`config.mk`:
```
export PLATFORM = sky130hd
export DESIGN_NAME = bsch_top
export DESIGN_NICKNAME = d
export VERILOG_FILES = /design/src/rtl/bsch_pkg.sv /design/src/rtl/bsch_batch_marker.sv /design/src/rtl/bsch_thread_ranker.sv /design/src/rtl/bsch_pick.sv /design/src/rtl/bsch_top.sv
export SDC_FILE = /design/constraint.sdc
export NUM_CORES = 1
export LEC_CHECK = 0
export BUFFER_PORTS_ARGS = -buffer_cell sky130_fd_sc_hd__buf_4
export CORE_AREA = 3 3 259 261
export DETAILED_ROUTE_END_ITERATION = 16
export DIE_AREA = 0 0 262 264
export GPL_TIMING_DRIVEN = 0
export PLACE_DENSITY = 0.51
export RECOVER_POWER = 100
export SLEW_MARGIN = 40
export SYNTH_ARGS = -nofsm -noshare
export SYNTH_HDL_FRONTEND = slang
export SYNTH_SLANG_ARGS = --single-unit
export TNS_END_PERCENT = 10
```
`constraint.sdc`:
```
create_clock -name clk -period 58.8 [get_ports clk]
set_input_delay 17.64 -clock clk [delete_from_list [all_inputs] [get_ports clk]]
set_output_delay 17.64 -clock clk [all_outputs]
set_load 0.01 [all_outputs]
```
`src/rtl/bsch_pkg.sv`:
```
// Shared defaults and helpers for the batch-ranked request picker.
package bsch_pkg;
    localparam int unsigned DEF_ENTRIES = 8;
    localparam int unsigned DEF_THREADS = 4;
    localparam int unsigned DEF_BANKS   = 4;
    localparam int unsigned DEF_ROW_W   = 8;
    localparam int unsigned DEF_AGE_W   = 8;
    localparam int unsigned DEF_CAP     = 2;

    // Width of an index into n items, never below one bit.
    function automatic int unsigned idx_w(input int unsigned n);
        return (n > 1) ? $clog2(n) : 1;
    endfunction
endpackage

```
`src/rtl/bsch_batch_marker.sv`:
```
// Holds the batch mark of every slot and forms a new batch when the
// queue holds no marked valid request. At formation each (thread, bank)
// pair gets up to CAP marks on its oldest slots. Assumes the queue owner
// does not refill a slot before it was issued or seen invalid at an edge.
module bsch_batch_marker
    import bsch_pkg::*;
#(
    parameter int unsigned ENTRIES = DEF_ENTRIES,
    parameter int unsigned THREADS = DEF_THREADS,
    parameter int unsigned BANKS   = DEF_BANKS,
    parameter int unsigned AGE_W   = DEF_AGE_W,
    parameter int unsigned CAP     = DEF_CAP,
    localparam int unsigned TW     = idx_w(THREADS),
    localparam int unsigned BW     = idx_w(BANKS),
    localparam int unsigned IW     = idx_w(ENTRIES)
) (
    input  logic                     clk,
    input  logic                     rst_n,
    input  logic [ENTRIES-1:0]       ent_valid,
    input  logic [ENTRIES*TW-1:0]    ent_thread,
    input  logic [ENTRIES*BW-1:0]    ent_bank,
    input  logic [ENTRIES*AGE_W-1:0] ent_age,
    input  logic                     issue_valid,
    input  logic [IW-1:0]            issue_idx,
    output logic                     form_batch,
    output logic [ENTRIES-1:0]       mark_eff
);
    logic [ENTRIES-1:0] mark_q;
    logic [ENTRIES-1:0] mark_new;
    logic [ENTRIES-1:0] issue_vec;
    logic [ENTRIES-1:0] live_marks;

    // Marks still attached to valid slots.
    assign live_marks = mark_q & ent_valid;
    // A batch is formed when requests exist but none is marked.
    assign form_batch = (live_marks == '0) && (ent_valid != '0);

    // Rank each slot among its (thread, bank) peers by age; mark the oldest CAP.
    always_comb begin
        for (int i = 0; i < ENTRIES; i++) begin
            int older;
            older = 0;
            for (int j = 0; j < ENTRIES; j++) begin
                if (j != i && ent_valid[j]
                    && ent_thread[j*TW +: TW] == ent_thread[i*TW +: TW]
                    && ent_bank[j*BW +: BW] == ent_bank[i*BW +: BW]
                    && (ent_age[j*AGE_W +: AGE_W] > ent_age[i*AGE_W +: AGE_W]
                        || (ent_age[j*AGE_W +: AGE_W] == ent_age[i*AGE_W +: AGE_W] && j < i)))
                    older = older + 1;
            end
            mark_new[i] = ent_valid[i] && (older < int'(CAP));
        end
    end

    // Bypass the new batch into this cycle's selection.
    assign mark_eff = form_batch ? mark_new : live_marks;

    // One-hot of the slot leaving the queue this cycle.
    always_comb begin
        issue_vec = '0;
        if (issue_valid) issue_vec[issue_idx] = 1'b1;
    end

    // Keep marks for slots that stay; drop the issued one.
    always_ff @(posedge clk) begin
        if (!rst_n) mark_q <= '0;
        else        mark_q <= mark_eff & ~issue_vec;
    end

    AST_BATCH_NONEMPTY: assert property (@(posedge clk) disable iff (!rst_n)
        form_batch |-> (mark_eff != '0));

    for (genvar gt = 0; gt < THREADS; gt++) begin : g_thr
        for (genvar gb = 0; gb < BANKS; gb++) begin : g_bank
            logic [ENTRIES-1:0] grp;
            // Slots of this pair that the new batch marks.
            always_comb begin
                for (int e = 0; e < ENTRIES; e++)
                    grp[e] = mark_new[e]
                             && ent_thread[e*TW +: TW] == TW'(gt)
                             && ent_bank[e*BW +: BW] == BW'(gb);
            end
            AST_PAIR_CAP: assert property (@(posedge clk) disable iff (!rst_n)
                form_batch |-> ($countones(grp) <= int'(CAP)));
        end
    end
endmodule

```
`src/rtl/bsch_thread_ranker.sv`:
```
// Counts valid slots per thread and, at batch formation, orders threads
// by ascending count (ties to the lower thread ID). Rank 0 is best.
// The ranking is held until the next formation.
module bsch_thread_ranker
    import bsch_pkg::*;
#(
    parameter int unsigned ENTRIES = DEF_ENTRIES,
    parameter int unsigned THREADS = DEF_THREADS,
    localparam int unsigned TW     = idx_w(THREADS),
    localparam int unsigned CW     = idx_w(ENTRIES) + 1
) (
    input  logic                  clk,
    input  logic                  rst_n,
    input  logic [ENTRIES-1:0]    ent_valid,
    input  logic [ENTRIES*TW-1:0] ent_thread,
    input  logic                  form_batch,
    output logic [THREADS*TW-1:0] rank_eff
);
    logic [CW-1:0]   load  [THREADS];
    logic [TW-1:0]   rk_new[THREADS];
    logic [TW-1:0]   rk_q  [THREADS];
    logic [THREADS-1:0] seen;

    // Per-thread count of queued requests.
    always_comb begin
        for (int t = 0; t < THREADS; t++) begin
            load[t] = '0;
            for (int e = 0; e < ENTRIES; e++)
                if (ent_valid[e] && ent_thread[e*TW +: TW] == TW'(t))
                    load[t] = load[t] + 1'b1;
        end
    end

    // Rank = number of threads ordered ahead of this one.
    always_comb begin
        for (int t = 0; t < THREADS; t++) begin
            int ahead;
            ahead = 0;
            for (int u = 0; u < THREADS; u++)
                if (load[u] < load[t] || (load[u] == load[t] && u < t))
                    ahead = ahead + 1;
            rk_new[t] = TW'(ahead);
        end
    end

    // Freeze the ranking at formation.
    always_ff @(posedge clk) begin
        if (!rst_n) begin
            for (int t = 0; t < THREADS; t++) rk_q[t] <= TW'(t);
        end else if (form_batch) begin
            for (int t = 0; t < THREADS; t++) rk_q[t] <= rk_new[t];
        end
    end

    for (genvar gt = 0; gt < THREADS; gt++) begin : g_out
        assign rank_eff[gt*TW +: TW] = form_batch ? rk_new[gt] : rk_q[gt];
    end

    // Which rank values the stored ranking occupies.
    always_comb begin
        seen = '0;
        for (int t = 0; t < THREADS; t++) seen[rk_q[t]] = 1'b1;
    end

    AST_RANK_PERMUTATION: assert property (@(posedge clk) disable iff (!rst_n)
        (&seen));
endmodule

```
`src/rtl/bsch_pick.sv`:
```
// Chooses the best valid ready slot by {mark, row hit, thread rank, age};
// a full tie goes to the lower index. Purely combinational.
module bsch_pick
    import bsch_pkg::*;
#(
    parameter int unsigned ENTRIES = DEF_ENTRIES,
    parameter int unsigned THREADS = DEF_THREADS,
    parameter int unsigned AGE_W   = DEF_AGE_W,
    localparam int unsigned TW     = idx_w(THREADS),
    localparam int unsigned IW     = idx_w(ENTRIES),
    localparam int unsigned KW     = 2 + TW + AGE_W
) (
    input  logic                     clk,
    input  logic                     rst_n,
    input  logic [ENTRIES-1:0]       ent_valid,
    input  logic [ENTRIES-1:0]       ent_ready,
    input  logic [ENTRIES-1:0]       ent_mark,
    input  logic [ENTRIES-1:0]       ent_hit,
    input  logic [ENTRIES*TW-1:0]    ent_rank,
    input  logic [ENTRIES*AGE_W-1:0] ent_age,
    output logic                     issue_valid,
    output logic [IW-1:0]            issue_idx
);
    logic [KW-1:0]      key [ENTRIES];
    logic [ENTRIES-1:0] cand;
    logic [KW-1:0]      best_key;

    assign cand = ent_valid & ent_ready;

    // Priority key, larger is better; rank is inverted so rank 0 scores highest.
    for (genvar ge = 0; ge < ENTRIES; ge++) begin : g_key
        assign key[ge] = {ent_mark[ge], ent_hit[ge],
                          TW'(THREADS - 1) - ent_rank[ge*TW +: TW],
                          ent_age[ge*AGE_W +: AGE_W]};
    end

    // Ascending scan with strict compare keeps the lower index on ties.
    always_comb begin
        issue_valid = 1'b0;
        issue_idx   = '0;
        best_key    = '0;
        for (int i = 0; i < ENTRIES; i++) begin
            if (cand[i] && (!issue_valid || key[i] > best_key)) begin
                issue_valid = 1'b1;
                issue_idx   = IW'(i);
                best_key    = key[i];
            end
        end
    end

    AST_IDLE_QUIET: assert property (@(posedge clk) disable iff (!rst_n)
        (cand == '0) |-> (!issue_valid && issue_idx == '0));
    AST_PICK_READY: assert property (@(posedge clk) disable iff (!rst_n)
        issue_valid |-> (ent_valid[issue_idx] && ent_ready[issue_idx]));
    AST_MARK_FIRST: assert property (@(posedge clk) disable iff (!rst_n)
        (issue_valid && (cand & ent_mark) != '0) |-> ent_mark[issue_idx]);
    AST_HIT_FIRST: assert property (@(posedge clk) disable iff (!rst_n)
        (issue_valid && ent_mark[issue_idx] && (cand & ent_mark & ent_hit) != '0)
        |-> ent_hit[issue_idx]);
endmodule

```
`src/rtl/bsch_top.sv`:
```
// Batch-ranked DRAM request picker. Derives the row-hit flag and the
// thread rank of every slot and feeds the marker, ranker and picker.
// Assumes ready bits already include all DRAM timing checks.
module bsch_top
    import bsch_pkg::*;
#(
    parameter int unsigned ENTRIES = DEF_ENTRIES,
    parameter int unsigned THREADS = DEF_THREADS,
    parameter int unsigned BANKS   = DEF_BANKS,
    parameter int unsigned ROW_W   = DEF_ROW_W,
    parameter int unsigned AGE_W   = DEF_AGE_W,
    parameter int unsigned CAP     = DEF_CAP,
    localparam int unsigned TW     = idx_w(THREADS),
    localparam int unsigned BW     = idx_w(BANKS),
    localparam int unsigned IW     = idx_w(ENTRIES)
) (
    input  logic                     clk,
    input  logic                     rst_n,
    input  logic [ENTRIES-1:0]       ent_valid,
    input  logic [ENTRIES-1:0]       ent_ready,
    input  logic [ENTRIES*TW-1:0]    ent_thread,
    input  logic [ENTRIES*BW-1:0]    ent_bank,
    input  logic [ENTRIES*ROW_W-1:0] ent_row,
    input  logic [ENTRIES*AGE_W-1:0] ent_age,
    input  logic [BANKS-1:0]         bank_open,
    input  logic [BANKS*ROW_W-1:0]   bank_row,
    output logic                     issue_valid,
    output logic [IW-1:0]            issue_idx
);
    logic                  form_batch;
    logic [ENTRIES-1:0]    mark_eff;
    logic [ENTRIES-1:0]    hit;
    logic [THREADS*TW-1:0] rank_eff;
    logic [ENTRIES*TW-1:0] ent_rank;

    // Per-slot row-hit flag and the rank of the slot's thread.
    for (genvar ge = 0; ge < ENTRIES; ge++) begin : g_slot
        logic [BW-1:0] b;
        logic [TW-1:0] t;
        assign b = ent_bank[ge*BW +: BW];
        assign t = ent_thread[ge*TW +: TW];
        assign hit[ge] = bank_open[b]
                         && bank_row[b*ROW_W +: ROW_W] == ent_row[ge*ROW_W +: ROW_W];
        assign ent_rank[ge*TW +: TW] = rank_eff[t*TW +: TW];
    end

    bsch_batch_marker #(
        .ENTRIES(ENTRIES), .THREADS(THREADS), .BANKS(BANKS),
        .AGE_W(AGE_W), .CAP(CAP)
    ) marker_i (
        .clk(clk), .rst_n(rst_n),
        .ent_valid(ent_valid), .ent_thread(ent_thread),
        .ent_bank(ent_bank), .ent_age(ent_age),
        .issue_valid(issue_valid), .issue_idx(issue_idx),
        .form_batch(form_batch), .mark_eff(mark_eff)
    );

    bsch_thread_ranker #(
        .ENTRIES(ENTRIES), .THREADS(THREADS)
    ) ranker_i (
        .clk(clk), .rst_n(rst_n),
        .ent_valid(ent_valid), .ent_thread(ent_thread),
        .form_batch(form_batch), .rank_eff(rank_eff)
    );

    bsch_pick #(
        .ENTRIES(ENTRIES), .THREADS(THREADS), .AGE_W(AGE_W)
    ) pick_i (
        .clk(clk), .rst_n(rst_n),
        .ent_valid(ent_valid), .ent_ready(ent_ready),
        .ent_mark(mark_eff), .ent_hit(hit),
        .ent_rank(ent_rank), .ent_age(ent_age),
        .issue_valid(issue_valid), .issue_idx(issue_idx)
    );
endmodule

```
==> results.toml, run 1 <==
[floorplanning]
core_area_sq_mm = 0.06470
die-area_sq_mm = 0.06917
initial_core_util = 0.2996
rows = 93
boundaryPins = 218
die_h_um = 264
die_width_um = 262

[worst_setup_path]
critical_path_class = "input pin to output port"
start_kind = "input pin"
cp_num_buf_inv = 20
required_ns = 41.16
cpMostUsedCell = "ha_1"
cp_data_arrival_time_ns = 40.13
critPathCaptureType = "output port"
crit_fanout = 10
crit_family = "compound AO/OA/AOI/OAI gates"
slowest_stage = "mux4_2"
max_stage_delay_ns = 0.53

[global_routing]
grt_max_degree = 18
grt_pass1_vias = 19280
grt_overflow = 0
antenna_found_initial = 8
grt_use_total = 0.2294
grt_pass1_wl_mm = 120.6

[logic_synthesis]
synth_edf_count = 8
syn_avg_cell_area_sq_um = 8.294
postSynthCellCount = 2337
ys_ff_latch = 16
synth_common_cells = "415 x ha_1, 197 x inv_1, 194 x xor2_1, 159 x nand2_1, 111 x a21oi_1"
synth-async-reset-ratio = 0
ys.flop_type = "edfxtp_1"
yosys.area.top_type = "ha_1"
synth_top_cell_area_share = 0.2679
ys_types = 102
yosysSeqAreaShare = 0.02066
syn-num-nets = 2966
synth_area_sq_mm = 0.01938
synth.area.top_cells = "ha_1 27%, mux4_2 10%, xor2_1 8.8%"
yosysWarnings = 0
synth_most_common_cell = "ha_1"

[cts]
clk_pin_slew_worst_paths_ns = 0.06
cts_root_buffer = "clkbuf_16"
cts_tree = "done"
ctsHtreeMaxLevel = 1
clockBufferDepth = 2
clk_latency_ns = 0.26
cts_made_buffers = 3
cts_sinks = 16
hold_buffers = 0

[detailed_routing]
wl_per_cell_um = 24.25
first_iter_violations = 1750
via_count = 19652
drc = 0
vias_per_cell = 5.780
drt-pass1-iter-count = 5
final_antenna_net_count = 0
wirelength_mm = 82.46

[job]
maxCapViolCount = 0

[run_status]
status = "complete, no violations"

[final_layout]
area_growth_pct = 15.41
drive_gt1_frac = 0.1957
fin_util = 0.3457
final_nets = 3170
finalInstanceArea_sq_mm = 0.02237

[placement]
placedInstanceArea_sq_mm = 0.02195
gp_congestion = 0.9356
place.port_buffers = 185
hpwl_mm = 69.55

[sta]
rsz0062_at_grt = "false"
min_period_ns = 57.77
setup_viol = 0
worstMarginPinSlew_ns = 0.9244
skew_ns = 0.003108
max_slew_margin = 0.3838
fmax_mhz = 17.31
finalMaxSlewViolations = 0
fin_setup_tns_ns = 0
hold_viol = 0
fin_crit_sh = 0.9825

[power_and_ir_drop]
vdd_drop_max_uv = 25.53
power_density_mw_per_mm2 = 24.83
p_leak_nw = 10.52

[min_path]
hp-class = "flop to flop"
-- power breakdown --
part,leakage (nW),switching [mW],total (mW),internal [mW]
Clock,0.0386,0.00552,0.0146,0.00908
Combinational,10.3,0.299,0.522,0.223
Sequential,0.143,0.00158,0.0193,0.0177
-- registers in the layout, summed over array words and instances, names as in the netlist --
| register | count |
|---|---|
| marker_i.mark_q | 8 |
| ranker_i.rk_q | 8 |
-- tightest hold or removal path: cells and delay by family, from the launching register on --
kind	cells	cell delay (ns)
AO/OA/AOI/OAI	1	0.07
flip-flops	1	0.31
AND/OR/NAND/NOR	1	0.08
-- layout by cell type (no fill, tap or decap), types with 27 or more instances in the layout --
master / synthesis / final
a21o_1: 72 / 72
a21oi_1: 111 / 104
and3_1: 33 / 33
buf_2: 28 / 31
buf_4: 7 / 208
clkbuf_1: 38 / 27
ha_1: 415 / 415
inv_1: 197 / 197
mux2_2: 52 / 52
mux2i_1: 45 / 41
mux4_2: 87 / 87
nand2_1: 159 / 160
nand3_1: 74 / 73
nand4_1: 80 / 80
nor2_1: 96 / 97
nor2b_1: 40 / 40
nor3_1: 34 / 34
o21a_1: 39 / 39
o21ai_0: 67 / 65
xnor2_1: 77 / 76
xor2_1: 194 / 194
-- per-layer routing --
layer,part of all wire,vias up,global-route usage
met1,0.45,9729,0.3208
li1,-,9108,-
met3,0.063,109,0.02282
met5,0.00040,-,0
met4,0.027,4,0.05245
met2,0.46,702,0.3788
-- stage by stage --
step	setup WS, ns	power [mW]	std cells	hold WS, ns
after floorplan	3.168	0.3430	2337	0.4661
after global placement	-3.934	0.4880	3377	0.4838
after detailed placement	-3.965	0.5007	3379	0.4960
after CTS	0.008491	0.5277	3385	0.5035
after global routing	0.002718	0.6053	3398	0.5332
final	1.026	0.5555	3400	0.5004
-- path summary, 6_finish.rpt --
path / startpoint / end / slack, ns / depth (start not counted)
max: ent_valid[1] / issue_idx[1] / 1.03 / 103
min: marker_i.mark_q[7] / marker_i.mark_q[7] / 0.50 / 2
max reg2reg: marker_i.mark_q[1] / marker_i.mark_q[0] / 39.50 / 85
min reg2reg: marker_i.mark_q[7] / marker_i.mark_q[7] / 0.50 / 2
-- cell type report --
| cell class | count | area [sq um] |
|---|---|---|
| diodes | 5 | 12.51 |
| plain buffers | 89 | 510.5 |
| clock buffers | 3 | 75.07 |
| clock inverters | 1 | 3.754 |
| fillers | 6812 | 42330 |
| inverters | 197 | 739.5 |
| multi-input cells | 2033 | 18050 |
| flip-flops and latches | 16 | 400.4 |
| well taps | 855 | 1070 |
| repair buffers | 201 | 1503 |
-- what timing repair did --
action / in CTS / in global routing
pin swaps: 4 / 5
gates resized for setup: 31 / 35
setup endpoints to repair: 3 / 3
setup buffers: 3 / 11
-- logic make-up after synthesis --
kind of cell,count (synthesis),synth area share
buffers and inverters,288,0.06165
adder cells (fa/ha/maj),415,0.2679
AO/OA/AOI/OAI,457,0.1653
flip-flops,16,0.02066
XOR/XNOR,282,0.1348
multiplexers,186,0.1567
AND/OR/NAND/NOR,693,0.1931
No activity file was read; power rests on OpenSTA's default activity.
==> inputs of run 2 (changes only) <==
--- a/config.mk
+++ b/config.mk
@@ -5,13 +5,13 @@
 export SDC_FILE = /design/constraint.sdc
 export NUM_CORES = 1
 export LEC_CHECK = 0
+export ABC_AREA = 1
 export BUFFER_PORTS_ARGS = -buffer_cell sky130_fd_sc_hd__buf_4
-export CORE_AREA = 3 3 259 261
+export CORE_AREA = 3 3 257 259
 export DETAILED_ROUTE_END_ITERATION = 16
-export DIE_AREA = 0 0 262 264
+export DIE_AREA = 0 0 260 262
 export GPL_TIMING_DRIVEN = 0
 export PLACE_DENSITY = 0.51
-export RECOVER_POWER = 100
 export SLEW_MARGIN = 40
 export SYNTH_ARGS = -nofsm -noshare
 export SYNTH_HDL_FRONTEND = slang
==> run 2 against run 1 <==
Effect of this change: clock power is 3% lower; clock-buffer cell count did not move; cell count rose by 24%; register-to-register slack better by 4.3 ns; synthesized cell count is 36% higher; largest cell class unchanged.
==> results.toml, run 2 <==
[global_routing]
grt_pass1_wl_mm = 120.8
grt_pass1_vias = 20272
grt-busiest-layer = "met2"
grt_use_total = 0.2302
met1_usage = 0.3061
use_met2 = 0.3943
grt_overflow = 0
grt_max_degree = 11
use_met3 = 0.02824
antenna_found_initial = 12

[cts]
hold_buffers = 0
cts_tree = "done"
post_cts_buffers = 0
cts_made_buffers = 3
cts_root_buffer = "clkbuf_16"
cts_resized = 0
clockBufferDepth = 2
clk_latency_ns = 0.26
clk_pin_slew_worst_paths_ns = 0.06
cts_sinks = 16
ctsHtreeMaxLevel = 1

[final_layout]
final_cell_mix = "792 x nand2_1, 415 x ha_1, 380 x inv_1"
final_nets = 3988
area_growth_pct = 13.55
fin_util = 0.3384
final_common_cell = "nand2_1"
instances_no_fill = 4219
drive_gt1_frac = 0.1030
reg.largest.list = "marker_i.mark_q x8, ranker_i.rk_q x8"

[power_and_ir_drop]
p_int_uw = 151.6
p_comb_frac = 0.916
vdd_drop_max_uv = 20.07
p_leak_nw = 11.08
power_switching_uw = 236.5
seqPwrFrac = 0.047
power_density_mw_per_mm2 = 17.89
swShare = 0.6093
pwr-share-clk = 0.036

[worst_setup_path]
cpMostUsedCell = "nand2_1"
critical_path_class = "input pin to output port"
max_stage_delay_ns = 0.41
critPathCaptureType = "output port"
required_ns = 41.16
timing.rr.start = "marker_i.mark_q[7]"
start_kind = "input pin"
cp_data_arrival_time_ns = 37.09
r2r_setup_slack_ns = 43.83
slowest_stage = "a21boi_0"
critPathLaunch = "ent_thread[2]"
crit_fanout = 10

[sta]
fmax_mhz = 18.27
fin_ws_ns = 4.075
max_slew_margin = 0.3963
finalMaxSlewViolations = 0
rsz0062_at_grt = "false"
hold_viol = 0
skew_ns = 0.007299
setup_viol = 0
min_period_ns = 54.73
fin_crit_sh = 0.9307
worstMarginPinSlew_ns = 0.8961
fin_setup_tns_ns = 0

[placement]
hpwl_mm = 67.06
gp_congestion = 0.9300
post-place-ws_ns = 4.236
place_inst = 4209
place.port_buffers = 183

[logic_synthesis]
ys_types = 67
synth_edf_count = 8
postSynthCellCount = 3169
yosys.area.top_type = "ha_1"
synth-async-reset-ratio = 0
synth_area_sq_mm = 0.01911
synth_most_common_cell = "nand2_1"
synth_common_cells = "792 x nand2_1, 415 x ha_1, 380 x inv_1, 269 x nor2_1, 223 x a21oi_1"
syn-num-nets = 3798
yosysSeqAreaShare = 0.02095
yosysWarnings = 0
synth.area.top_cells = "ha_1 27%, nand2_1 16%, inv_1 7.5%"
ys_ff_latch = 16
synth_top_cell_area_share = 0.2717
ys.flop_type = "edfxtp_1"
syn_avg_cell_area_sq_um = 6.030

[detailed_routing]
drc = 0
via_count = 21917
wirelength_mm = 80.94
wl_per_cell_um = 19.19
first_iter_violations = 1668
final_antenna_net_count = 0
vias_per_cell = 5.195
drt-pass1-iter-count = 5

[floorplanning]
die_width_um = 260
die-area_sq_mm = 0.06812
core_area_sq_mm = 0.06412
boundaryPins = 218
initial_core_util = 0.2981
die_h_um = 262
rows = 93

[min_path]
hp-class = "flop to flop"
hp-start = "marker_i.mark_q[7]"

[job]
maxCapViolCount = 0

[run_status]
status = "complete, no violations"
run 2: kinds of logic after synthesis:
kind of cell / share of synthesized area
xor+xnor: 0.08066
compound gates: 0.2026
simple gates: 0.3080
mux: 0.007530
buf+inv: 0.1086
fa+ha+maj: 0.2717
flops: 0.02095
run 2: power groups by stage:
stage / registers, mW / clock network [mW] / logic, mW
2_1_floorplan: 0.0183 / 0 / 0.244
3_3_place_gp: 0.0185 / 0 / 0.352
3_5_place_dp: 0.0186 / 0 / 0.353
4_1_cts: 0.0184 / 0.0144 / 0.355
5_1_grt: 0.0187 / 0.0148 / 0.404
6_report: 0.0184 / 0.0142 / 0.356
run 2: area by class of cell:
type	instances	area, sq um
sequential	16	400.4
tap	855	1070
clock inverter	1	3.754
multi-input combinational	2646	16670
fill	7213	42420
buffer	116	601.8
timing repair buffer	185	1389
inverter	391	1473
clock buffer	3	75.07
antenna	6	15.01
run 2: per-layer routing:
| layer | up-vias | wire, um |
|---|---|---|
| met3 | 136 | 5526 |
| met5 | - | 80 |
| met2 | 779 | 36510 |
| met4 | 12 | 2308 |
| met1 | 9872 | 36520 |
| li1 | 11118 | - |
run 2: final timing paths:
| check | end | depth (start not counted) |
|---|---|---|
| min | marker_i.mark_q[7] | 2 |
| max reg2reg | marker_i.mark_q[0] | 88 |
| min reg2reg | marker_i.mark_q[7] | 2 |
| max | issue_idx[0] | 110 |
run 2: worst max-delay path: cells and delay by family:
family	cells	cell delay, ns
mux	3	0.97
compound gates	30	5.06
simple gates	45	6.11
buf+inv	17	3.08
fa+ha+maj	15	4.18
run 2: stage by stage:
step / instance area, sq um / power (mW) / hold WS, ns
floorplan: 19110 / 0.2628 / 0.4671
global placement: 21550 / 0.3705 / 0.5701
detailed placement: 21610 / 0.3718 / 0.5743
CTS: 21680 / 0.3878 / 0.5818
global route: 21690 / 0.4373 / 0.6121
finish: 21700 / 0.3881 / 0.5766
==> inputs of run 3 (changes only) <==
--- a/config.mk
+++ b/config.mk
@@ -11,7 +11,7 @@
 export DETAILED_ROUTE_END_ITERATION = 16
 export DIE_AREA = 0 0 260 262
 export GPL_TIMING_DRIVEN = 0
-export PLACE_DENSITY = 0.51
+export PLACE_DENSITY = 0.53
 export SLEW_MARGIN = 40
 export SYNTH_ARGS = -nofsm -noshare
 export SYNTH_HDL_FRONTEND = slang
==> constraint.sdc (replaced) <==
create_clock -name clk -period 47.3 [get_ports clk]
set_input_delay 14.19 -clock clk [delete_from_list [all_inputs] [get_ports clk]]
set_output_delay 14.19 -clock clk [all_outputs]
set_load 0.01 [all_outputs]
==> run 3 against run 2 <==
Effect of this change: cell count about the same; sequential power up 26%; die area unchanged; combinational power up 29%; critical endpoint is now issue_idx[1].
==> results.toml, run 3 (synthesized netlist as in run 2, its figures left out) <==
[final_layout]
drive_gt1_frac = 0.1180
finalInstanceArea_sq_mm = 0.02200
n_fill_cell = 7170
area_growth_pct = 15.13
final_nets = 3995
final_common_cell = "nand2_1"
instances_no_fill = 4223
final_cell_mix = "785 x nand2_1, 415 x ha_1, 378 x inv_1"
reg.largest.list = "marker_i.mark_q x8, ranker_i.rk_q x8"
fin_util = 0.3431

[sta]
finalMaxSlewViolations = 0
fin_setup_tns_ns = 0
fin_ws_ns = 1.485
setup_viol = 0
fmax_mhz = 21.83
fin_crit_sh = 0.9686
min_period_ns = 45.81
hold_viol = 0
max_slew_margin = 0.3586
skew_ns = 0.004434
worstMarginPinSlew_ns = 0.9542

[worst_setup_path]
slowest_stage = "ha_1"
required_ns = 33.11
critical_path_class = "input pin to output port"
cp_num_buf_inv = 16
critPathCaptureType = "output port"
cpMostUsedCell = "nand2_1"
cp_data_arrival_time_ns = 31.62
max_stage_delay_ns = 0.34
start_kind = "input pin"
crit_family = "simple AND/OR/NAND/NOR gates"
crit_fanout = 10

[cts]
clk_pin_slew_worst_paths_ns = 0.06
ctsHtreeMaxLevel = 1
clockBufferDepth = 2
cts_root_buffer = "clkbuf_16"
cts_made_buffers = 3
cts_tree = "done"
cts_sinks = 16
hold_buffers = 0
clk_latency_ns = 0.26

[power_and_ir_drop]
power_switching_uw = 301.4
power_density_mw_per_mm2 = 22.79
vdd_drop_max_uv = 19.63
pwr-share-clk = 0.035
p_leak_nw = 11.19
seqPwrFrac = 0.046
swShare = 0.6012
p_int_uw = 199.9
p_comb_frac = 0.919

[floorplanning]
core_area_sq_mm = 0.06412
die-area_sq_mm = 0.06812
die_width_um = 260
initial_core_util = 0.2981
boundaryPins = 218
die_h_um = 262
rows = 93

[detailed_routing]
drt-met1-wl_mm = 35.78
route.met2.wl_mm = 35.96
first_iter_violations = 1724
dr.max_layer_used = "met5"
wl_per_cell_um = 18.93
vias_per_cell = 5.235
final_antenna_net_count = 0
met3_length_mm = 5.392
drt-pass1-iter-count = 5
via_count = 22108
drc = 0
wirelength_mm = 79.96

[placement]
placedInstanceArea_sq_mm = 0.02160
hpwl_mm = 66.66
place_inst = 4209
post-place-ws_ns = -0.2432
gp_congestion = 0.9394
place.port_buffers = 183

[global_routing]
grt_use_total = 0.2275
grt_pass1_wl_mm = 120.2
grt_max_degree = 11
antenna_found_initial = 6
grt_overflow = 0
grt_pass1_vias = 20609

[run_status]
status = "complete, no violations"

[min_path]
hp-class = "flop to flop"

[job]
maxCapViolCount = 0
-- run 3: power groups by stage --
stage          sequential [mW]  clock (mW)  combinational (mW)
2_1_floorplan           0.0228           0               0.304
6_report                0.0231      0.0176               0.461
3_5_place_dp            0.0231           0               0.437
5_1_grt                 0.0236      0.0183               0.521
4_1_cts                 0.0229      0.0178               0.440
3_3_place_gp            0.0230           0               0.435
-- run 3: worst reg2reg max path, delay by kind of cell, from the launching register on --
family	cells	cell delay, ns
compound gates	21	2.71
fa+ha+maj	7	2.14
buf+inv	11	1.72
flops	1	0.30
simple gates	49	6.37
-- run 3: metal layers --
layer,track usage,up-vias
li1,-,11115
met1,0.3023,10083
met2,0.3887,755
met3,0.02332,151
met4,0.06633,4
met5,0,-
-- run 3: path summary, 6_finish.rpt --
| check | start | endpoint | cells after the start | slack (ns) |
|---|---|---|---|---|
| worst max-delay path | ent_thread[1] | issue_idx[1] | 110 | 1.49 |
| worst min-delay path | marker_i.mark_q[7] | marker_i.mark_q[7] | 2 | 0.55 |
| worst max register to register | marker_i.mark_q[7] | marker_i.mark_q[1] | 88 | 33.93 |
| worst min register to register | marker_i.mark_q[7] | marker_i.mark_q[7] | 2 | 0.55 |
-- run 3: stage by stage --
step	power, mW	hold slack, ns
final	0.5013	0.5520
after CTS	0.4808	0.5673
after global placement	0.4581	0.5649
after global routing	0.5627	0.5844
after detailed placement	0.4602	0.5582
after floorplan	0.3267	0.4671
-- run 3: area by class of cell --
cell class                 count  area (sq um)  area share
tap                          855          1070     0.04862
buffer                       116         643.1     0.02923
sequential                    16         400.4     0.01820
antenna                        3         7.507   0.0003412
clock buffer                   3         75.07    0.003412
multi-input combinational   2646         16890      0.7677
timing repair buffer         192          1439     0.06540
inverter                     391          1473     0.06694
clock inverter                 1         3.754   0.0001706
-- run 3: timing repair --
item                                    CTS  global route
endpoints found under the setup margin    3             3
pin swaps                                 0            16
gates resized for setup                   3            80
buffers inserted                          0             7
